<file path="config.mk">
export PLATFORM = sky130hd
export DESIGN_NAME = rtc_tick_emu
export DESIGN_NICKNAME = d
export VERILOG_FILES = /design/src/rtl/rtc_emu_pkg.sv /design/src/rtl/rtc_upd_detect.sv /design/src/rtl/rtc_alarm_match.sv /design/src/rtl/rtc_periodic_div.sv /design/src/rtl/rtc_tick_emu.sv
export SDC_FILE = /design/constraint.sdc
export NUM_CORES = 1
export LEC_CHECK = 0
export BUFFER_PORTS_ARGS = -buffer_cell sky130_fd_sc_hd__buf_2
export CELL_PAD_IN_SITES_DETAIL_PLACEMENT = 0
export CELL_PAD_IN_SITES_GLOBAL_PLACEMENT = 2
export CORE_AREA = 3 3 84 86
export DETAILED_ROUTE_END_ITERATION = 10
export DIE_AREA = 0 0 87 89
export PLACE_DENSITY = 0.87
export SLEW_MARGIN = 10
export SYNTH_ARGS = -nofsm -noshare
export SYNTH_HDL_FRONTEND = slang
export SYNTH_HIERARCHICAL = 1
export SYNTH_SLANG_ARGS = --single-unit
</file>
<file path="constraint.sdc">
create_clock -name clk -period 5.9 [get_ports clk]
set_input_delay 0.59 -clock clk [delete_from_list [all_inputs] [get_ports clk]]
set_output_delay 0.59 -clock clk [all_outputs]
set_load 0.02 [all_outputs]
</file>
<file path="src/rtl/rtc_emu_pkg.sv">
package rtc_emu_pkg;

    localparam int WORD_W   = 16;
    localparam int HOUR_W   = 5;
    localparam int MIN_W    = 6;
    localparam int SEC_W    = 6;

    localparam int BIT_UPD  = 4;
    localparam int BIT_ALM  = 5;
    localparam int BIT_PER  = 6;
    localparam int BIT_PEND = 7;
    localparam logic [7:0] IRQ_COUNT = 8'd1;

    typedef struct packed {
        logic per;
        logic alm;
        logic upd;
    } src_flags_t;

    function automatic logic [WORD_W-1:0] pack_status(input src_flags_t f);
        logic [WORD_W-1:0] w;
        w = '0;
        w[BIT_UPD]  = f.upd;
        w[BIT_ALM]  = f.alm;
        w[BIT_PER]  = f.per;
        w[BIT_PEND] = f.upd | f.alm | f.per;
        w[15:8]     = IRQ_COUNT;
        return w;
    endfunction

endpackage

</file>
<file path="src/rtl/rtc_upd_detect.sv">
module rtc_upd_detect
    import rtc_emu_pkg::*;
(
    input  logic             clk,
    input  logic             rst,
    input  logic             tick,
    input  logic             enable,
    input  logic [SEC_W-1:0] sec,
    output logic             fire
);
    logic [SEC_W-1:0] last_sec;
    logic             last_ok;

    assign fire = tick && enable && last_ok && (sec != last_sec);

    always_ff @(posedge clk) begin
        if (rst) begin
            last_sec <= '0;
            last_ok  <= 1'b0;
        end else if (!enable) begin
            last_ok  <= 1'b0;
        end else if (tick) begin
            last_sec <= sec;
            last_ok  <= 1'b1;
        end
    end
endmodule

</file>
<file path="src/rtl/rtc_alarm_match.sv">
module rtc_alarm_match
    import rtc_emu_pkg::*;
(
    input  logic              tick,
    input  logic              enable,
    input  logic [HOUR_W-1:0] cur_hour,
    input  logic [MIN_W-1:0]  cur_min,
    input  logic [SEC_W-1:0]  cur_sec,
    input  logic [HOUR_W-1:0] alm_hour,
    input  logic [MIN_W-1:0]  alm_min,
    input  logic [SEC_W-1:0]  alm_sec,
    output logic              fire
);
    logic hit;

    always_comb begin
        hit = (cur_hour == alm_hour) && (cur_min == alm_min) && (cur_sec == alm_sec);
    end

    assign fire = tick && enable && hit;
endmodule

</file>
<file path="src/rtl/rtc_periodic_div.sv">
module rtc_periodic_div #(
    parameter int DIV_W  = 8,
    parameter int LOST_W = 8
) (
    input  logic              clk,
    input  logic              rst,
    input  logic              tick,
    input  logic              enable,
    input  logic [DIV_W-1:0]  divisor,
    input  logic [LOST_W-1:0] lost,
    output logic              fire
);
    localparam int WIDE  = (DIV_W > LOST_W) ? DIV_W : LOST_W;
    localparam int ACC_W = WIDE + 2;

    logic [ACC_W-1:0] acc;
    logic [ACC_W-1:0] acc_sum;
    logic             reach;

    always_comb begin
        acc_sum = acc + ACC_W'(lost) + ACC_W'(1);
        reach   = acc_sum >= ACC_W'(divisor);
    end

    assign fire = tick && enable && reach;

    always_ff @(posedge clk) begin
        if (rst || !enable) begin
            acc <= '0;
        end else if (tick) begin
            acc <= reach ? '0 : acc_sum;
        end
    end
endmodule

</file>
<file path="src/rtl/rtc_tick_emu.sv">
module rtc_tick_emu
    import rtc_emu_pkg::*;
#(
    parameter int DIV_W  = 8,
    parameter int LOST_W = 8
) (
    input  logic              clk,
    input  logic              rst,
    input  logic              tick,
    input  logic [4:0]        cur_hour,
    input  logic [5:0]        cur_min,
    input  logic [5:0]        cur_sec,
    input  logic [4:0]        alm_hour,
    input  logic [5:0]        alm_min,
    input  logic [5:0]        alm_sec,
    input  logic              en_update,
    input  logic              en_alarm,
    input  logic              en_periodic,
    input  logic [DIV_W-1:0]  per_div,
    input  logic [LOST_W-1:0] lost_ticks,
    output logic [15:0]       stat_word,
    output logic              stat_valid,
    output logic              timer_req
);
    src_flags_t flags;

    rtc_upd_detect u_upd (
        .clk    (clk),
        .rst    (rst),
        .tick   (tick),
        .enable (en_update),
        .sec    (cur_sec),
        .fire   (flags.upd)
    );

    rtc_alarm_match u_alm (
        .tick     (tick),
        .enable   (en_alarm),
        .cur_hour (cur_hour),
        .cur_min  (cur_min),
        .cur_sec  (cur_sec),
        .alm_hour (alm_hour),
        .alm_min  (alm_min),
        .alm_sec  (alm_sec),
        .fire     (flags.alm)
    );

    rtc_periodic_div #(.DIV_W(DIV_W), .LOST_W(LOST_W)) u_per (
        .clk     (clk),
        .rst     (rst),
        .tick    (tick),
        .enable  (en_periodic),
        .divisor (per_div),
        .lost    (lost_ticks),
        .fire    (flags.per)
    );

    always_ff @(posedge clk) begin
        if (rst) begin
            stat_word  <= '0;
            stat_valid <= 1'b0;
            timer_req  <= 1'b0;
        end else begin
            timer_req  <= en_update | en_alarm | en_periodic;
            stat_valid <= |flags;
            if (|flags) begin
                stat_word <= pack_status(flags);
            end
        end
    end
endmodule

</file>
==> report_table.html <==
<table>
<tr><th>Metric</th><th>Value</th></tr>
<tr><th colspan="2">Outcome</th></tr>
<tr><td>Run status</td><td>completed</td></tr>
<tr><th colspan="2">Clock network</th></tr>
<tr><td>CTS tree</td><td>built</td></tr>
<tr><td>Maximum root-to-sink buffer count</td><td>2</td></tr>
<tr><td>Clock root buffer</td><td>sky130_fd_sc_hd__clkbuf_8</td></tr>
<tr><td>Maximum level of the CTS H-tree</td><td>1</td></tr>
<tr><td>Clock network latency to the later pin of the worst-skew pair</td><td>0.27 ns</td></tr>
<tr><td>Number of gates given a new drive strength after cts</td><td>0</td></tr>
<tr><td>Number of buffers created by CTS</td><td>3</td></tr>
<tr><td>Count of hold buffers inserted by post-cts repair</td><td>0</td></tr>
<tr><td>Number of post-CTS setup repair buffers</td><td>0</td></tr>
<tr><td>Clock input transition at the sequential cells of the worst setup and hold paths</td><td>0.09 ns</td></tr>
<tr><td>CTS sink count</td><td>24</td></tr>
<tr><th colspan="2">Flow run</th></tr>
<tr><td>Max cap viols</td><td>0</td></tr>
<tr><th colspan="2">Floorplanning</th></tr>
<tr><td>Die height</td><td>89 um</td></tr>
<tr><td>Ports placed on the boundary</td><td>74</td></tr>
<tr><td>Starting utilization of the core area</td><td>0.2873</td></tr>
<tr><td>Width of the chip</td><td>87 um</td></tr>
<tr><td>Site Rows</td><td>29</td></tr>
<tr><td>Total Die Area</td><td>0.007743 mm^2</td></tr>
<tr><td>Core area</td><td>0.006350 mm^2</td></tr>
<tr><th colspan="2">Synth</th></tr>
<tr><td>Post-synthesis compound-gate area fraction</td><td>0.1584</td></tr>
<tr><td>Largest family of logic cells by synthesized area</td><td>simple AND/OR/NAND/NOR gates</td></tr>
<tr><td>Largest cells by area after synthesis</td><td>sky130_fd_sc_hd__dfxtp_1 26%, sky130_fd_sc_hd__ha_1 12%, sky130_fd_sc_hd__xnor2_1 9.6%</td></tr>
<tr><td>Part of the Yosys area used for sequential elements</td><td>0.2634</td></tr>
<tr><td>Fraction of synthesized cell area taken by the top area cell type</td><td>0.2634</td></tr>
<tr><td>Number of instances in the synthesized netlist</td><td>209</td></tr>
<tr><td>Cell type with the largest total area after synthesis</td><td>sky130_fd_sc_hd__dfxtp_1</td></tr>
<tr><td>Number of flip-flops and latches in the synthesized netlist</td><td>24</td></tr>
<tr><td>Commonest register cell after synthesis</td><td>sky130_fd_sc_hd__dfxtp_1</td></tr>
<tr><td>Basic-gate share of the synthesized area counting and, or, nand and nor cells</td><td>0.1687</td></tr>
<tr><td>Multiplexer area fraction after synthesis</td><td>0.02743</td></tr>
<tr><td>Post-synth top cells</td><td>24 x sky130_fd_sc_hd__dfxtp_1, 20 x sky130_fd_sc_hd__xnor2_1, 18 x sky130_fd_sc_hd__a21oi_1, 18 x sky130_fd_sc_hd__inv_1, 17 x sky130_fd_sc_hd__ha_1</td></tr>
<tr><td>Synthesized-area fraction occupied by adder cells</td><td>0.1276</td></tr>
<tr><td>Distinct cell type count of the synthesized netlist</td><td>40</td></tr>
<tr><td>Synthesized area per cell</td><td>8.728 um^2</td></tr>
<tr><td>Cell with the most instances after synthesis</td><td>sky130_fd_sc_hd__dfxtp_1</td></tr>
<tr><td>Count of flip-flops with a built-in enable after synthesis</td><td>0</td></tr>
<tr><td>Cell area after technology mapping</td><td>0.001824 mm^2</td></tr>
<tr><td>Post-Synth XOR/XNOR Area</td><td>0.1571</td></tr>
<tr><td>Total of warnings raised by yosys</td><td>6</td></tr>
<tr><td>Async SR Flop Fraction</td><td>0</td></tr>
<tr><th colspan="2">GRT</th></tr>
<tr><td>Maximum number of pins on one net before global-route repair</td><td>25</td></tr>
<tr><td>GRT met2 Usage</td><td>0.1774</td></tr>
<tr><td>Layer with the highest usage after global routing</td><td>met2</td></tr>
<tr><td>Met3 Resource Use GR</td><td>0.01290</td></tr>
<tr><td>Vias in the first global route</td><td>1438</td></tr>
<tr><td>Wire length of the first global-routing pass</td><td>6596 um</td></tr>
<tr><td>GR Util met1</td><td>0.1428</td></tr>
<tr><td>Global route total overflow</td><td>0</td></tr>
<tr><td>Antenna violations before repair</td><td>0</td></tr>
<tr><td>GRT Resource Usage Total</td><td>0.1063</td></tr>
<tr><th colspan="2">Drt</th></tr>
<tr><td>DR WL/cell</td><td>11.83 um</td></tr>
<tr><td>Number of optimization iterations in the first detailed-route pass</td><td>4</td></tr>
<tr><td>Vias post-DR</td><td>1565</td></tr>
<tr><td>Count of antenna-violating nets left after detailed routing</td><td>0</td></tr>
<tr><td>Number of DRC violations after detailed routing</td><td>0</td></tr>
<tr><td>Avg Vias per Cell</td><td>4.497</td></tr>
<tr><td>DRC marker count from the first detailed-route iteration</td><td>41</td></tr>
<tr><td>Total Wirelength</td><td>4116 um</td></tr>
<tr><th colspan="2">Placed design</th></tr>
<tr><td>Final Wtd Congestion</td><td>0.7556</td></tr>
<tr><td>DPL Wire Length</td><td>3447 um</td></tr>
<tr><td>Number of port buffers</td><td>62</td></tr>
<tr><th colspan="2">Cells and area</th></tr>
<tr><td>Growth of design area from synthesis to finish</td><td>22.43%</td></tr>
<tr><td>Final #Nets</td><td>346</td></tr>
<tr><td>Antenna Diode Count</td><td>0</td></tr>
<tr><td>Share of post-route cells with drive strength above 1</td><td>0.2841</td></tr>
<tr><td>Final standard cell utilization of the core</td><td>0.3517</td></tr>
<tr><td>Fill cell count</td><td>648</td></tr>
<tr><th colspan="2">Power</th></tr>
<tr><td>Areal power density over the cells</td><td>223.5 mW/mm^2</td></tr>
<tr><td>Final total power</td><td>0.0004992 W</td></tr>
<tr><td>Portion of total power attributed to sequential cells</td><td>0.360</td></tr>
<tr><td>Total leakage power</td><td>1.035 nW</td></tr>
<tr><td>Clock power frac</td><td>0.298</td></tr>
<tr><td>Total net switching power</td><td>0.0001589 W</td></tr>
<tr><td>Internal power</td><td>0.0003403 W</td></tr>
<tr><td>Worst supply voltage drop on vdd</td><td>84.48 uV</td></tr>
<tr><td>Switching fraction of total power</td><td>0.3183</td></tr>
<tr><td>Comb power frac</td><td>0.343</td></tr>
<tr><th colspan="2">Critical path</th></tr>
<tr><td>Crit path to</td><td>stat_word[5]$_SDFFE_PP0P_</td></tr>
<tr><td>Reg2Reg Setup Slack</td><td>2.88 ns</td></tr>
<tr><td>Worst setup path start</td><td>lost_ticks[2]</td></tr>
<tr><td>Critical R2R Capture</td><td>stat_word[7]$_SDFFE_PP0P_</td></tr>
<tr><td>Data arrival, critical path</td><td>3.32 ns</td></tr>
<tr><td>Endpoint kind of the worst setup timing path</td><td>flop</td></tr>
<tr><td>Chain of cells forming the critical path</td><td>buf_2, ha_1, o211ai_1, a21o_1, nand2_1, a31oi_1, xnor2_1, ha_1, a21oi_1, o21ai_0, nor2_1, a31oi_1, or3b_1, a21oi_1</td></tr>
<tr><td>CP bufs+invs</td><td>1</td></tr>
<tr><td>CP Depth</td><td>14</td></tr>
<tr><td>Top cell family by delay on the critical path</td><td>compound AO/OA/AOI/OAI gates</td></tr>
<tr><td>R2R cell count</td><td>14</td></tr>
<tr><td>Type of element launching the critical path</td><td>primary input</td></tr>
<tr><td>Critical-path top delay cell</td><td>sky130_fd_sc_hd__or3b_1</td></tr>
<tr><td>Required arrival time at the worst endpoint</td><td>6.11 ns</td></tr>
<tr><td>Largest stage delay, worst path</td><td>0.40 ns</td></tr>
<tr><td>Largest fanout on the critical path</td><td>4</td></tr>
<tr><td>Launch point of the worst reg-to-reg path</td><td>u_per/acc[0]$_SDFFE_PP0P_</td></tr>
<tr><td>Crit Path Category</td><td>primary input to flop</td></tr>
<tr><th colspan="2">Timing</th></tr>
<tr><td>Time the final worst path needs with I/O delays and setup</td><td>3.114 ns</td></tr>
<tr><td>Slew @ Worst Pin</td><td>0.5339 ns</td></tr>
<tr><td>Setup Viol. Count Final</td><td>0</td></tr>
<tr><td>Maximum operating frequency</td><td>321.1 MHz</td></tr>
<tr><td>Setup repair after global routing missed its margin</td><td>false</td></tr>
<tr><td>Hold Violations, Final</td><td>0</td></tr>
<tr><td>Total Neg Setup Slack</td><td>0 ns</td></tr>
<tr><td>Max-Slew Margin vs Limit</td><td>0.6440</td></tr>
<tr><td>Clock skew after layout</td><td>0.001860 ns</td></tr>
<tr><td>Final worst path period share</td><td>0.5278</td></tr>
<tr><td>Max-slew violation total from the final report</td><td>0</td></tr>
<tr><th colspan="2">Hold path</th></tr>
<tr><td>Min-Delay Path Class</td><td>flop to flop</td></tr>
</table>
==> logic make-up after synthesis <==
| family | Yosys count |
|---|---|
| AND/OR/NAND/NOR | 57 |
| AO/OA/AOI/OAI | 41 |
| buffers and inverters | 32 |
| XOR/XNOR | 31 |
| flip-flops | 24 |
| adder cells (fa/ha/maj) | 18 |
| multiplexers | 5 |
| other | 1 |
==> power groups by stage <==
stage / clock [W] / sequential, W / combinational, W
6_report: 0.000149 / 0.000180 / 0.000171
2_1_floorplan: 0 / 0.000187 / 0.000123
4_1_cts: 0.000153 / 0.000180 / 0.000174
3_5_place_dp: 0 / 0.000184 / 0.000172
5_1_grt: 0.000160 / 0.000181 / 0.000196
3_3_place_gp: 0 / 0.000183 / 0.000172
==> registers in the layout, indices dropped and copies added, names as in the netlist <==
name	cells
stat_valid	1
stat_word	5
u_upd/last_sec	6
timer_req	1
u_upd/last_ok	1
u_per/acc	10
==> worst reg2reg max path, stage by stage, from the launching register on <==
cell                       delay (ns)
sky130_fd_sc_hd__dfxtp_1         0.34
sky130_fd_sc_hd__inv_1           0.06
sky130_fd_sc_hd__ha_1            0.19
sky130_fd_sc_hd__fa_1            0.39
sky130_fd_sc_hd__nand2b_1        0.19
sky130_fd_sc_hd__a21oi_2         0.17
sky130_fd_sc_hd__a211oi_1        0.08
sky130_fd_sc_hd__xnor2_1         0.16
sky130_fd_sc_hd__ha_1            0.31
sky130_fd_sc_hd__nand2_1         0.05
sky130_fd_sc_hd__o21ai_0         0.32
sky130_fd_sc_hd__nor2_1          0.08
sky130_fd_sc_hd__a31oi_1         0.31
sky130_fd_sc_hd__nor3_1          0.14
sky130_fd_sc_hd__a21oi_1         0.16
==> worst min path at each step <==
stage | from | endpoint | cells past startpoint
floorplan | u_upd/last_sec[1]$_SDFFE_PP0P_ | u_upd/last_sec[1]$_SDFFE_PP0P_ | 2
global placement | stat_word[7]$_SDFFE_PP0P_ | stat_word[7]$_SDFFE_PP0P_ | 2
detailed placement | stat_word[8]$_SDFFE_PP0P_ | stat_word[8]$_SDFFE_PP0P_ | 2
CTS | stat_word[8]$_SDFFE_PP0P_ | stat_word[8]$_SDFFE_PP0P_ | 2
global route | stat_word[7]$_SDFFE_PP0P_ | stat_word[7]$_SDFFE_PP0P_ | 2
finish | stat_word[7]$_SDFFE_PP0P_ | stat_word[7]$_SDFFE_PP0P_ | 2
==> area by class of cell <==
class | count | area, um^2 | area share
repair buffers | 62 | 310.3 | 0.1389
well taps | 77 | 96.34 | 0.04314
clock buffers | 3 | 41.29 | 0.01849
clock inverters | 1 | 30.03 | 0.01345
inverters | 18 | 67.56 | 0.03025
multi-input cells | 163 | 1207 | 0.5406
flip-flops and latches | 24 | 480.5 | 0.2151
==> per-layer routing <==
layer  up-vias  share of wire
met5         -              0
met4         0          0.012
met3         4          0.052
met2        39           0.48
met1       699           0.46
li1        823              -
==> cell usage in the layout, fill, tap and decap left out, drive strengths merged, types with 2 or more instances in the layout <==
| master | synthesis | final |
|---|---|---|
| a211oi | 4 | 4 |
| a21o | 3 | 3 |
| a21oi | 19 | 19 |
| a31oi | 5 | 5 |
| and2 | 2 | 2 |
| buf | 13 | 62 |
| clkbuf | 1 | 3 |
| conb | 1 | 11 |
| dfxtp | 24 | 24 |
| ha | 17 | 17 |
| inv | 18 | 18 |
| mux2i | 5 | 5 |
| nand2 | 10 | 10 |
| nand2b | 5 | 5 |
| nand3 | 8 | 8 |
| nand4 | 6 | 6 |
| nor2 | 14 | 14 |
| nor3 | 3 | 3 |
| nor4 | 3 | 3 |
| o211ai | 2 | 2 |
| o21a | 2 | 2 |
| o21ai | 2 | 2 |
| or3b | 4 | 4 |
| xnor2 | 20 | 20 |
| xor2 | 11 | 11 |
==> stage by stage <==
stage	instance area, um^2	setup slack (ns)	hold WS [ns]	instances
final	2233	2.786	0.4525	348
after global routing	2233	2.572	0.4872	348
after CTS	2233	2.800	0.4591	348
after detailed placement	2162	2.516	0.4442	344
after global placement	2162	2.590	0.4419	344
after floorplan	1862	2.912	0.4420	219
No activity file was read; power rests on OpenSTA's default activity.
